File: src/rtl/irq_msg_pkg.sv
package irq_msg_pkg;

   typedef enum logic [2:0] {
      SEL_REQ,
      SEL_MASK,
      SEL_PEND,
      SEL_CTRL,
      SEL_VEC,
      SEL_NONE
   } reg_sel_e;

   localparam logic [31:0] OFF_REQ  = 32'h0000_0000;
   localparam logic [31:0] OFF_MASK = 32'h0000_0004;
   localparam logic [31:0] OFF_PEND = 32'h0000_0008;
   localparam logic [31:0] OFF_CTRL = 32'h0000_000C;
   localparam logic [31:0] OFF_VEC  = 32'h0000_0010;

   localparam int CTRL_BUSERR_BIT = 8;
   localparam int CTRL_TOC_BIT    = 1;
   localparam int NUM_W           = 5;

   function automatic reg_sel_e decode_off(input logic [31:0] off);
      reg_sel_e s;
      case (off)
         OFF_REQ:  s = SEL_REQ;
         OFF_MASK: s = SEL_MASK;
         OFF_PEND: s = SEL_PEND;
         OFF_CTRL: s = SEL_CTRL;
         OFF_VEC:  s = SEL_VEC;
         default:  s = SEL_NONE;
      endcase
      return s;
   endfunction

   // strobe bit 3 is the lowest-address byte (big-endian), i.e. bits 31:24
   function automatic logic [31:0] lane_merge(input logic [31:0] cur,
                                              input logic [31:0] wr,
                                              input logic [3:0]  strb);
      logic [31:0] res;
      res = cur;
      for (int b = 0; b < 4; b++) begin
         if (strb[b]) res[8*b +: 8] = wr[8*b +: 8];
      end
      return res;
   endfunction

endpackage

File: src/rtl/irq_msg_pend.sv
module irq_msg_pend #(
   parameter int NSRC = 32
) (
   input  logic            clk,
   input  logic            rst_n,
   input  logic [NSRC-1:0] src_irq,
   input  logic [NSRC-1:0] mask_q,
   input  logic            pend_clr,
   output logic [NSRC-1:0] pend_q,
   output logic            hit
);

   logic [NSRC-1:0] src_q;
   logic [NSRC-1:0] rise;

   always_ff @(posedge clk) begin
      if (!rst_n) src_q <= '0;
      else        src_q <= src_irq;
   end

   assign rise = src_irq & ~src_q;
   assign hit  = |(rise & mask_q);

   for (genvar i = 0; i < NSRC; i++) begin : g_bit
      always_ff @(posedge clk) begin
         if (!rst_n)        pend_q[i] <= 1'b0;
         else if (rise[i])  pend_q[i] <= 1'b1;
         else if (pend_clr) pend_q[i] <= 1'b0;
      end

      assert_edge_sets_R4: assert property (@(posedge clk) disable iff (!rst_n)
         (src_irq[i] && !src_q[i]) |=> pend_q[i]);
   end

   assert_clear_R2: assert property (@(posedge clk) disable iff (!rst_n)
      (pend_clr && (rise == '0)) |=> (pend_q == '0));

endmodule

File: src/rtl/irq_msg_regs.sv
module irq_msg_regs
   import irq_msg_pkg::*;
#(
   parameter int          NSRC      = 32,
   parameter int          ADDR_W    = 8,
   parameter logic [31:0] ENABLE_OK = 32'h003F_63A0,
   parameter logic [31:0] VEC_RESET = 32'h0000_1003
) (
   input  logic              clk,
   input  logic              rst_n,
   input  logic              cfg_valid,
   input  logic              cfg_write,
   input  logic [ADDR_W-1:2] cfg_addr,
   input  logic [3:0]        cfg_strb,
   input  logic [31:0]       cfg_wdata,
   input  logic [31:0]       req_vec,
   input  logic [31:0]       pend_vec,
   output logic              cfg_rsp_valid,
   output logic [31:0]       cfg_rdata,
   output logic              cfg_rsp_err,
   output logic              pend_clr,
   output logic [NSRC-1:0]   mask_q,
   output logic              bus_err,
   output logic [31:0]       vec_q,
   output logic              mask_err,
   output logic              toc_pulse
);

   reg_sel_e    sel;
   logic        wr_en;
   logic [31:0] mask_ext;
   logic [31:0] mask_merged;
   logic        mask_bad;
   logic [31:0] rd_mux;

   assign sel         = decode_off(32'({cfg_addr, 2'b00}));
   assign wr_en       = cfg_valid & cfg_write;
   assign mask_ext    = 32'(mask_q);
   assign mask_merged = lane_merge(mask_ext, cfg_wdata, cfg_strb);
   assign mask_bad    = ((mask_merged & ~ENABLE_OK) != '0) && (mask_merged != '1);
   assign pend_clr    = cfg_valid && (sel == SEL_PEND);

   always_comb begin
      case (sel)
         SEL_REQ:  rd_mux = req_vec;
         SEL_MASK: rd_mux = mask_ext;
         SEL_PEND: rd_mux = pend_vec;
         SEL_CTRL: rd_mux = 32'(bus_err) << CTRL_BUSERR_BIT;
         SEL_VEC:  rd_mux = vec_q;
         default:  rd_mux = '0;
      endcase
   end

   always_ff @(posedge clk) begin
      if (!rst_n) begin
         mask_q    <= '0;
         bus_err   <= 1'b0;
         vec_q     <= VEC_RESET;
         mask_err  <= 1'b0;
         toc_pulse <= 1'b0;
      end else begin
         mask_err  <= wr_en && (sel == SEL_MASK) && mask_bad;
         toc_pulse <= wr_en && (sel == SEL_CTRL) && cfg_strb[0] && cfg_wdata[CTRL_TOC_BIT];
         if (wr_en && (sel == SEL_MASK))
            mask_q <= mask_merged[NSRC-1:0] & ENABLE_OK[NSRC-1:0];
         if (wr_en && (sel == SEL_CTRL) && cfg_strb[1])
            bus_err <= cfg_wdata[CTRL_BUSERR_BIT];
         if (wr_en && (sel == SEL_VEC))
            vec_q <= lane_merge(vec_q, cfg_wdata, cfg_strb);
      end
   end

   always_ff @(posedge clk) begin
      if (!rst_n) begin
         cfg_rsp_valid <= 1'b0;
         cfg_rdata     <= '0;
         cfg_rsp_err   <= 1'b0;
      end else begin
         cfg_rsp_valid <= cfg_valid;
         cfg_rsp_err   <= cfg_valid && (sel == SEL_NONE);
         cfg_rdata     <= (cfg_valid && !cfg_write) ? rd_mux : '0;
      end
   end

   assert_mask_legal_R5: assert property (@(posedge clk) disable iff (!rst_n)
      (mask_ext & ~ENABLE_OK) == '0);

   assert_decode_err_R11: assert property (@(posedge clk) disable iff (!rst_n)
      (cfg_valid && (sel == SEL_NONE)) |=> (cfg_rsp_err && (cfg_rdata == '0)));

   assert_ctrl_read_R8: assert property (@(posedge clk) disable iff (!rst_n)
      (cfg_valid && !cfg_write && (sel == SEL_CTRL))
         |=> ((cfg_rdata & ~(32'h1 << CTRL_BUSERR_BIT)) == '0));

   assert_resp_R12: assert property (@(posedge clk) disable iff (!rst_n)
      cfg_valid |=> cfg_rsp_valid);

endmodule

File: src/rtl/irq_msg_tx.sv
module irq_msg_tx
   import irq_msg_pkg::*;
(
   input  logic        clk,
   input  logic        rst_n,
   input  logic        hit,
   input  logic        bus_err,
   input  logic [31:0] vec_q,
   input  logic        msg_ready,
   output logic        msg_valid,
   output logic [31:0] msg_addr,
   output logic [31:0] msg_data
);

   logic want_q;
   logic launch;

   assign launch = (hit | want_q) & ~bus_err & ~msg_valid;

   always_ff @(posedge clk) begin
      if (!rst_n) begin
         want_q    <= 1'b0;
         msg_valid <= 1'b0;
         msg_addr  <= '0;
         msg_data  <= '0;
      end else begin
         want_q <= (hit | want_q) & ~bus_err & ~launch;
         if (launch) begin
            msg_valid <= 1'b1;
            msg_addr  <= {vec_q[31:NUM_W], {NUM_W{1'b0}}};
            msg_data  <= {{(32-NUM_W){1'b0}}, vec_q[NUM_W-1:0]};
         end else if (msg_ready) begin
            msg_valid <= 1'b0;
         end
      end
   end

   assert_hold_R6: assert property (@(posedge clk) disable iff (!rst_n)
      (msg_valid && !msg_ready) |=> (msg_valid && $stable(msg_addr) && $stable(msg_data)));

   assert_align_R6: assert property (@(posedge clk) disable iff (!rst_n)
      msg_valid |-> (msg_addr[NUM_W-1:0] == '0));

   assert_suppress_R8: assert property (@(posedge clk) disable iff (!rst_n)
      (bus_err && !msg_valid) |=> !msg_valid);

   assert_one_outstanding_R7: assert property (@(posedge clk) disable iff (!rst_n)
      (msg_valid && msg_ready) |=> !msg_valid);

endmodule

File: src/rtl/irq_msg_agg.sv
module irq_msg_agg
   import irq_msg_pkg::*;
#(
   parameter int          NSRC      = 32,
   parameter int          ADDR_W    = 8,
   parameter logic [31:0] ENABLE_OK = 32'h003F_63A0,
   parameter logic [31:0] VEC_RESET = 32'h0000_1003
) (
   input  logic              clk,
   input  logic              rst_n,
   input  logic [NSRC-1:0]   src_irq,
   input  logic              cfg_valid,
   input  logic              cfg_write,
   input  logic [ADDR_W-1:2] cfg_addr,
   input  logic [3:0]        cfg_strb,
   input  logic [31:0]       cfg_wdata,
   output logic              cfg_rsp_valid,
   output logic [31:0]       cfg_rdata,
   output logic              cfg_rsp_err,
   output logic              msg_valid,
   output logic [31:0]       msg_addr,
   output logic [31:0]       msg_data,
   input  logic              msg_ready,
   output logic              mask_err,
   output logic              toc_pulse
);

   if (NSRC < 1 || NSRC > 32) begin : g_bad_nsrc
      $error("irq_msg_agg: NSRC must lie in 1..32");
   end
   if (ADDR_W < 5) begin : g_bad_addr
      $error("irq_msg_agg: ADDR_W too narrow for the register map");
   end

   logic [NSRC-1:0] mask_q;
   logic [NSRC-1:0] pend_q;
   logic            pend_clr;
   logic            hit;
   logic            bus_err;
   logic [31:0]     vec_q;

   irq_msg_regs #(
      .NSRC(NSRC), .ADDR_W(ADDR_W), .ENABLE_OK(ENABLE_OK), .VEC_RESET(VEC_RESET)
   ) u_regs (
      .clk(clk), .rst_n(rst_n),
      .cfg_valid(cfg_valid), .cfg_write(cfg_write), .cfg_addr(cfg_addr),
      .cfg_strb(cfg_strb), .cfg_wdata(cfg_wdata),
      .req_vec(32'(src_irq)), .pend_vec(32'(pend_q)),
      .cfg_rsp_valid(cfg_rsp_valid), .cfg_rdata(cfg_rdata), .cfg_rsp_err(cfg_rsp_err),
      .pend_clr(pend_clr), .mask_q(mask_q), .bus_err(bus_err), .vec_q(vec_q),
      .mask_err(mask_err), .toc_pulse(toc_pulse)
   );

   irq_msg_pend #(.NSRC(NSRC)) u_pend (
      .clk(clk), .rst_n(rst_n), .src_irq(src_irq), .mask_q(mask_q),
      .pend_clr(pend_clr), .pend_q(pend_q), .hit(hit)
   );

   irq_msg_tx u_tx (
      .clk(clk), .rst_n(rst_n), .hit(hit), .bus_err(bus_err), .vec_q(vec_q),
      .msg_ready(msg_ready), .msg_valid(msg_valid), .msg_addr(msg_addr),
      .msg_data(msg_data)
   );

endmodule

File: config.mk
export PLATFORM = sky130hd
export DESIGN_NAME = irq_msg_agg
export DESIGN_NICKNAME = d
export VERILOG_FILES = /design/src/rtl/irq_msg_pkg.sv /design/src/rtl/irq_msg_pend.sv /design/src/rtl/irq_msg_regs.sv /design/src/rtl/irq_msg_tx.sv /design/src/rtl/irq_msg_agg.sv
export SDC_FILE = /design/constraint.sdc
export NUM_CORES = 1
export LEC_CHECK = 0
export BUFFER_PORTS_ARGS = -buffer_cell sky130_fd_sc_hd__buf_2
export CAP_MARGIN = 20
export CORE_MARGIN = 1
export CORE_UTILIZATION = 54
export DETAILED_ROUTE_END_ITERATION = 8
export PLACE_DENSITY = 0.8
export SLEW_MARGIN = 20
export SYNTH_ARGS = -nofsm -noshare
export SYNTH_HDL_FRONTEND = slang
export SYNTH_HIERARCHICAL = 1
export SYNTH_SLANG_ARGS = --single-unit
export TNS_END_PERCENT = 5
File: constraint.sdc
create_clock -name clk -period 2.6 [get_ports clk]
set_input_delay 0.52 -clock clk [delete_from_list [all_inputs] [get_ports clk]]
set_output_delay 0.52 -clock clk [all_outputs]
set_load 0.05 [all_outputs]
# Word level (Yosys, flattened, before mapping)
# Index checks and enable logic that the tools add are counted.
[word_totals]
reg_bits = 179
latch_bits = 0
ram_bits = 0
romBits = 0
inputBits = 79
out_inout_bits = 101
wordCells = 164
n_memories = 0
[classes]
addsub = 0
mul = 0
div = 0
magnitude_cmp = 0
n_eq_ne = 10
shifts = 0
mux = 41
n_bitwise = 11
n_reduce_logical = 54
[ops]
columns = ["op", "n"]
rows = [
  ["case mux 32 bit (5 select lines)", 1],
  ["nonzero test 2 bit", 33],
  ["2-to-1 mux 1 bit", 35],
  ["AND 32 x 22 -> 32 bit", 1],
  ["AND 32 bit", 1],
  ["2-to-1 mux 8 bit", 4],
  ["!= test 32 bit (second input constant)", 1],
  ["inverter 32 bit", 1],
  ["nonzero test 32 bit", 1],
  ["OR reduction 32 bit", 1],
  ["case mux 3 bit (5 select lines)", 1],
  ["equality test 6 x 2 -> 1 bit (second input constant)", 2],
  ["logical AND 1 bit", 11],
  ["AND reduction 2 bit", 5],
  ["equality test 3 x 2 -> 1 bit (second input constant)", 2],
  ["equality test 3 bit (second input constant)", 2],
  ["equality test 6 x 1 -> 1 bit (second input constant)", 1],
  ["equality test 6 x 3 -> 1 bit (second input constant)", 1],
  ["logical NOT 6 bit", 1],
  ["AND 1 bit", 4],
  ["equality test 3 x 1 -> 1 bit (second input constant)", 1],
  ["logical NOT 3 bit", 1],
  ["inverter 1 bit", 3],
  ["logical NOT 1 bit", 1],
  ["OR 1 bit", 1],
]

# Longest topological paths before layout
[depth]
word_depth = 9
mapped_depth = 9
ltp_nobuf = 7

# Cells and area by module
# The synthesis kept the hierarchy.
[by_module_without_submodules]
columns = ["mod", "n_inst", "cells_each", "area_per_inst_um2", "seq_area_each_um2"]
rows = [
  ["irq_msg_regs", 1, 369, 3580.9, 1621.6],
  ["irq_msg_pend", 1, 269, 2464.9, 1281.2],
  ["irq_msg_tx", 1, 179, 1607.8, 680.7],
]

# Least setup slack after synthesis
# Ideal clock, no wire load.
[synth_timing]
path_kind = "in2reg"
startpoint = "in cfg_addr[7] (netlist bit)"
endpoint = "reg u_pend.pend_q[10]"
setup_ns = 0.115
t_arrival_ns = 2.124
required_time_ns = 2.485
path_slack_ns = 0.361
path_stages = 7
n_path_buf = 2
cell_sequence = "or4_4 nor3b_4 buf_6 and2_1 buf_2 o22ai_1 and2_1"
[synth_between]
elab_chain_len = 5
word_cells_on_any_way = 9
classes_between = "5 x eq/ne; 1 x mux; 3 x reduce/logical"
[synth_rtl]
columns = ["item", "line", "source"]
rows = [
  ["start: declaration", "irq_msg_agg.sv:14", "input logic [ADDR_W-1:2] cfg_addr,"],
  ["equality test 6 x 3 -> 1 bit, or another cell as far along", "irq_msg_pkg.sv:24", "case (off)"],
  ["case mux 3 bit (5 select lines) *", "irq_msg_pkg.sv:24", ""],
  ["equality test 3 x 2 -> 1 bit *", "irq_msg_regs.sv:41", "assign pend_clr = cfg_valid && (sel == SEL_PEND);"],
  ["logical AND 1 bit *", "irq_msg_regs.sv:41", ""],
  ["net pend_clr", "irq_msg_agg.sv:37", "logic pend_clr;"],
  ["nonzero test 2 bit (no source line) *", "-", ""],
  ["end signal: indexed assignment", "irq_msg_pend.sv:26", "if (!rst_n) pend_q[i] <= 1'b0;"],
  ["end signal: indexed assignment", "irq_msg_pend.sv:27", "else if (rise[i]) pend_q[i] <= 1'b1;"],
  ["end signal: indexed assignment", "irq_msg_pend.sv:28", "else if (pend_clr) pend_q[i] <= 1'b0;"],
  ["end: declaration", "irq_msg_pend.sv:9", "output logic [NSRC-1:0] pend_q,"],
]
# The timed path passes the listed nets; every way through them passes the cells marked *.
# A chain may end at the register's enable or synchronous reset.

# Final worst setup path
[layout_timing]
startpoint = "reg u_regs.mask_q[20]"
endpoint = "reg u_tx.msg_addr[13]"
[layout_between]
elab_chain_len = 5
[layout_rtl]
columns = ["item", "line", "source"]
rows = [
  ["start: declaration", "irq_msg_regs.sv:22", "output logic [NSRC-1:0] mask_q,"],
  ["start signal: assignment", "irq_msg_regs.sv:65", "mask_q <= mask_merged[NSRC-1:0] & ENABLE_OK[NSRC-1:0];"],
  ["AND 32 x 22 -> 32 bit", "irq_msg_pend.sv:22", "assign hit = |(rise & mask_q);"],
  ["OR reduction 32 bit", "irq_msg_pend.sv:22", ""],
  ["net hit", "irq_msg_agg.sv:38", "logic hit;"],
  ["OR 1 bit", "irq_msg_tx.sv:18", "assign launch = (hit | want_q) & ~bus_err & ~msg_valid;"],
  ["AND 1 bit (2 in series)", "irq_msg_tx.sv:18", ""],
  ["end signal: assignment", "irq_msg_tx.sv:30", "msg_addr <= {vec_q[31:NUM_W], {NUM_W{1'b0}}};"],
  ["end: declaration", "irq_msg_tx.sv:11", "output logic [31:0] msg_addr,"],
]
# The timed path passes the listed nets, and every way through them passes these cells.

==> results.md <==
- Status: finished clean
- RSZ-0062 raised after global routing: false
- Critical Path RT: 2.96 ns
- GP Congestion: 0.8879
- Die X: 121.1 µm
- Sequential-to-total area share from yosys stat: 46.82%
- P&R area growth vs syn: 16.12%
- Leak: 4.036 nW
- H-tree Lvls: 4
- Startpoint Class: register
- Vias per cell: between 5 and 6
- Top_reg_cell synth: dfxtp_1
- Slew @ Worst Pin: between 0.7 and 0.8 ns
- CTS tree: yes
- Clk sink count: ~180
- Power Dens Cells: 668.9 mW/mm²
- Wl on met1: ~8600 µm
- Fin crit period: 2.174 ns
- Cell Rows: 43
- Wire per inst: 17.38 µm
- First-pass GRT wire length: 30460 µm
- Die ar.: 0.01465 mm²
- Kind of critical path: register to register
- Post-CTS setup buffer count: 0
- Iteration-0 DRC count of the detailed router: 825
- Hold-fix buffers, CTS: 0
- Total of max-cap violations: 0
- GRT overflow: 0
- Number of antenna violations at the first check in global routing: 3
- Largest net degree at the start of global routing: 116
- EDFF count, synth: 0
- Resize count post-CTS: 0
- Clock network latency to the later pin of the worst-skew pair: 0.44 ns
- Die height: between 100 and 150 µm
- Total GRT Usage: 27.77%
- Setup WS pre-CTS: around 0.18 ns
- HP Class: primary input to register
- # DRC: 0
- Distinct cells, synth: 45
- Core ar.: between 0.01 and 0.015 mm²
- Cells after synthesis: 817
- Slew HR: 47.13%
- Clock Pin Slew Worst Setup and Hold Paths: 0.07 ns
- Min-delay src: src_irq[20]
- WL met3: 2044 µm
- Max Used Layer: met4
- Fmax achieved: 459.9 MHz
- Skew final: 0.008111 ns
- Startpoint of the worst register-to-register path: u_regs/mask_q[20]$_SDFFE_PN0P_
- Total CTS buffers: 17
- Initial core utilization: 55.35%
- Worst Path Max Fanout: 22
- # fillers: 1147
- Crit. End Element: register
- Critical Path Source: u_regs/mask_q[20]$_SDFFE_PN0P_
- Leading area contributor after synthesis: dfxtp_1
- Clk buf depth: 2
- VDD IR-drop max: 523.3 µV
- Final setup viols: 0
- Hpwl dp: 14150 µm
- Seq cells post-synth: 179
- Port buffer count: 147
- DR pass1 iterations: 7
- Share of cells above drive strength 1: a little over a fifth
- Num ports: 180
- Total Neg Setup Slack: 0 ns
- Slew Limit Fails: 0
- Mapped cell area: between 0.007 and 0.008 mm²
- Top post-synthesis cells by area: dfxtp_1 (47%), mux2i_1 (8.6%), buf_4 (5.7%), and2_1 (4.9%), nand2_1 (4.8%)
- Remaining antenna violation count: 0
- Syn Area/Cell: 9.368 µm²
- Critical path arrival: approximately 2.5 ns
- Yosys top cell area share: 46.82%
- Hold violation count in the final report: 0
- Met2 routed WL: 8703 µm
- Area occupied by multi-input gates: 0.003371 mm²
- Tcrit/Tclk final: 83.63%
- Root buf cell: clkbuf_16
- Vias in the first global route: 5596
- Wirelength, routed: 19880 µm
- Setup ws final: about 0.43 ns
- # nets final: between 1000 and 1500
- Via count: 6213
- FF+latch area: 0.003583 mm²
- Synth async-reset ratio: 0%
- YS warnings: 6
final cells by class:
class / instances / share of cell area (%)
Antenna cell: 3 / 0.08447
Sequential cell: 179 / 40.32
Multi-Input combinational cell: 532 / 37.93
Clock inverter: 12 / 1.492
Inverter: 56 / 2.365
Clock buffer: 20 / 5.139
Tap cell: 180 / 2.534
Timing Repair Buffer: 162 / 10.14
path summary, 6_finish.rpt:
kind,endpoint,slack [ns],cells past startpoint
worst max-delay path,u_tx/msg_addr[13]$_SDFFE_PN0P_,0.43,8
worst min register to register,u_regs/cfg_rdata[7]$_SDFF_PN0_,0.45,2
worst max register to register,u_tx/msg_addr[13]$_SDFFE_PN0P_,0.43,8
worst min-delay path,u_pend/src_q[20]$_SDFF_PN0_,0.32,2
report_power, final:
part	internal (W)	total, W	switching [W]
Sequential	0.00282	0.00286	0.0000383
Clock	0.00146	0.00255	0.00108
Combinational	0.000183	0.000541	0.000358
critical path, stage by stage (launching register included):
cell and delay, ns:
dfxtp_1 0.39, inv_1 0.06, o2111ai_1 0.27, nor4_1 0.09, nand2_1 0.09, nor2_1 0.07, nor3_4 0.61, buf_12 0.28
mux2i_1 0.22
logic make-up after synthesis:
group / synth area share, %
buf+inv: 11.59
mux: 8.779
other cells: 0.09812
flops: 46.82
simple gates: 22.50
compound gates: 10.22
stage by stage:
stage	hold WS, ns	total power, W	std cells	cell area, µm²	util [%]
after floorplan	0.4319	0.003349	867	7841	-
after global placement	0.4437	0.003432	1109	8290	59.96
after detailed placement	0.4432	0.003443	1109	8290	59.96
after CTS	0.3126	0.005951	1141	8880	64.22
after global routing	0.3267	0.006131	1144	8887	64.27
final	0.3175	0.005945	1144	8887	64.27
Yosys cell counts, drive strengths merged, types with 2 or more instances:
master / instances
dfxtp: 179
nand2: 97
buf: 80
mux2i: 66
and2: 61
inv: 56
a222oi: 31
nor2b: 31
nand3b: 26
o22ai: 24
nor2: 22
clkbuf: 20
nand3: 19
nand2b: 16
o21ai: 15
nand4: 14
a21oi: 12
a21boi: 9
nor4: 8
o2111ai: 8
nor3: 5
and4: 3
nor3b: 3
a22oi: 2
conb: 2
cells in the final DEF (no fill, tap or decap), drive strengths merged, types with 15 or more instances in the layout:
| master | Yosys | final |
|---|---|---|
| o21ai | 15 | 15 |
| dfxtp | 179 | 179 |
| inv | 56 | 56 |
| buf | 80 | 162 |
| conb | 2 | 52 |
| nand3b | 26 | 26 |
| a222oi | 31 | 31 |
| o22ai | 24 | 24 |
| nand2b | 16 | 16 |
| and2 | 61 | 61 |
| nand2 | 97 | 97 |
| nor2 | 22 | 22 |
| clkbuf | 20 | 20 |
| nand3 | 19 | 19 |
| mux2i | 66 | 66 |
| nor2b | 31 | 31 |
sequential cells by signal, summed over array words and instances, names as in the netlist, 5 cells and up:
register,flops
u_regs/cfg_rdata,32
u_regs/mask_q,12
u_tx/msg_data,5
u_pend/pend_q,32
u_pend/src_q,32
u_tx/msg_addr,27
u_regs/vec_q,32
metal layers:
metal | GRT usage (%) | up-vias
li1 | - | 2969
met1 | 37.77 | 2888
met2 | 40.46 | 316
met3 | 8.647 | 40
met4 | 11.73 | 0
met5 | 0 | -
(Power assumes the default switching activity.)
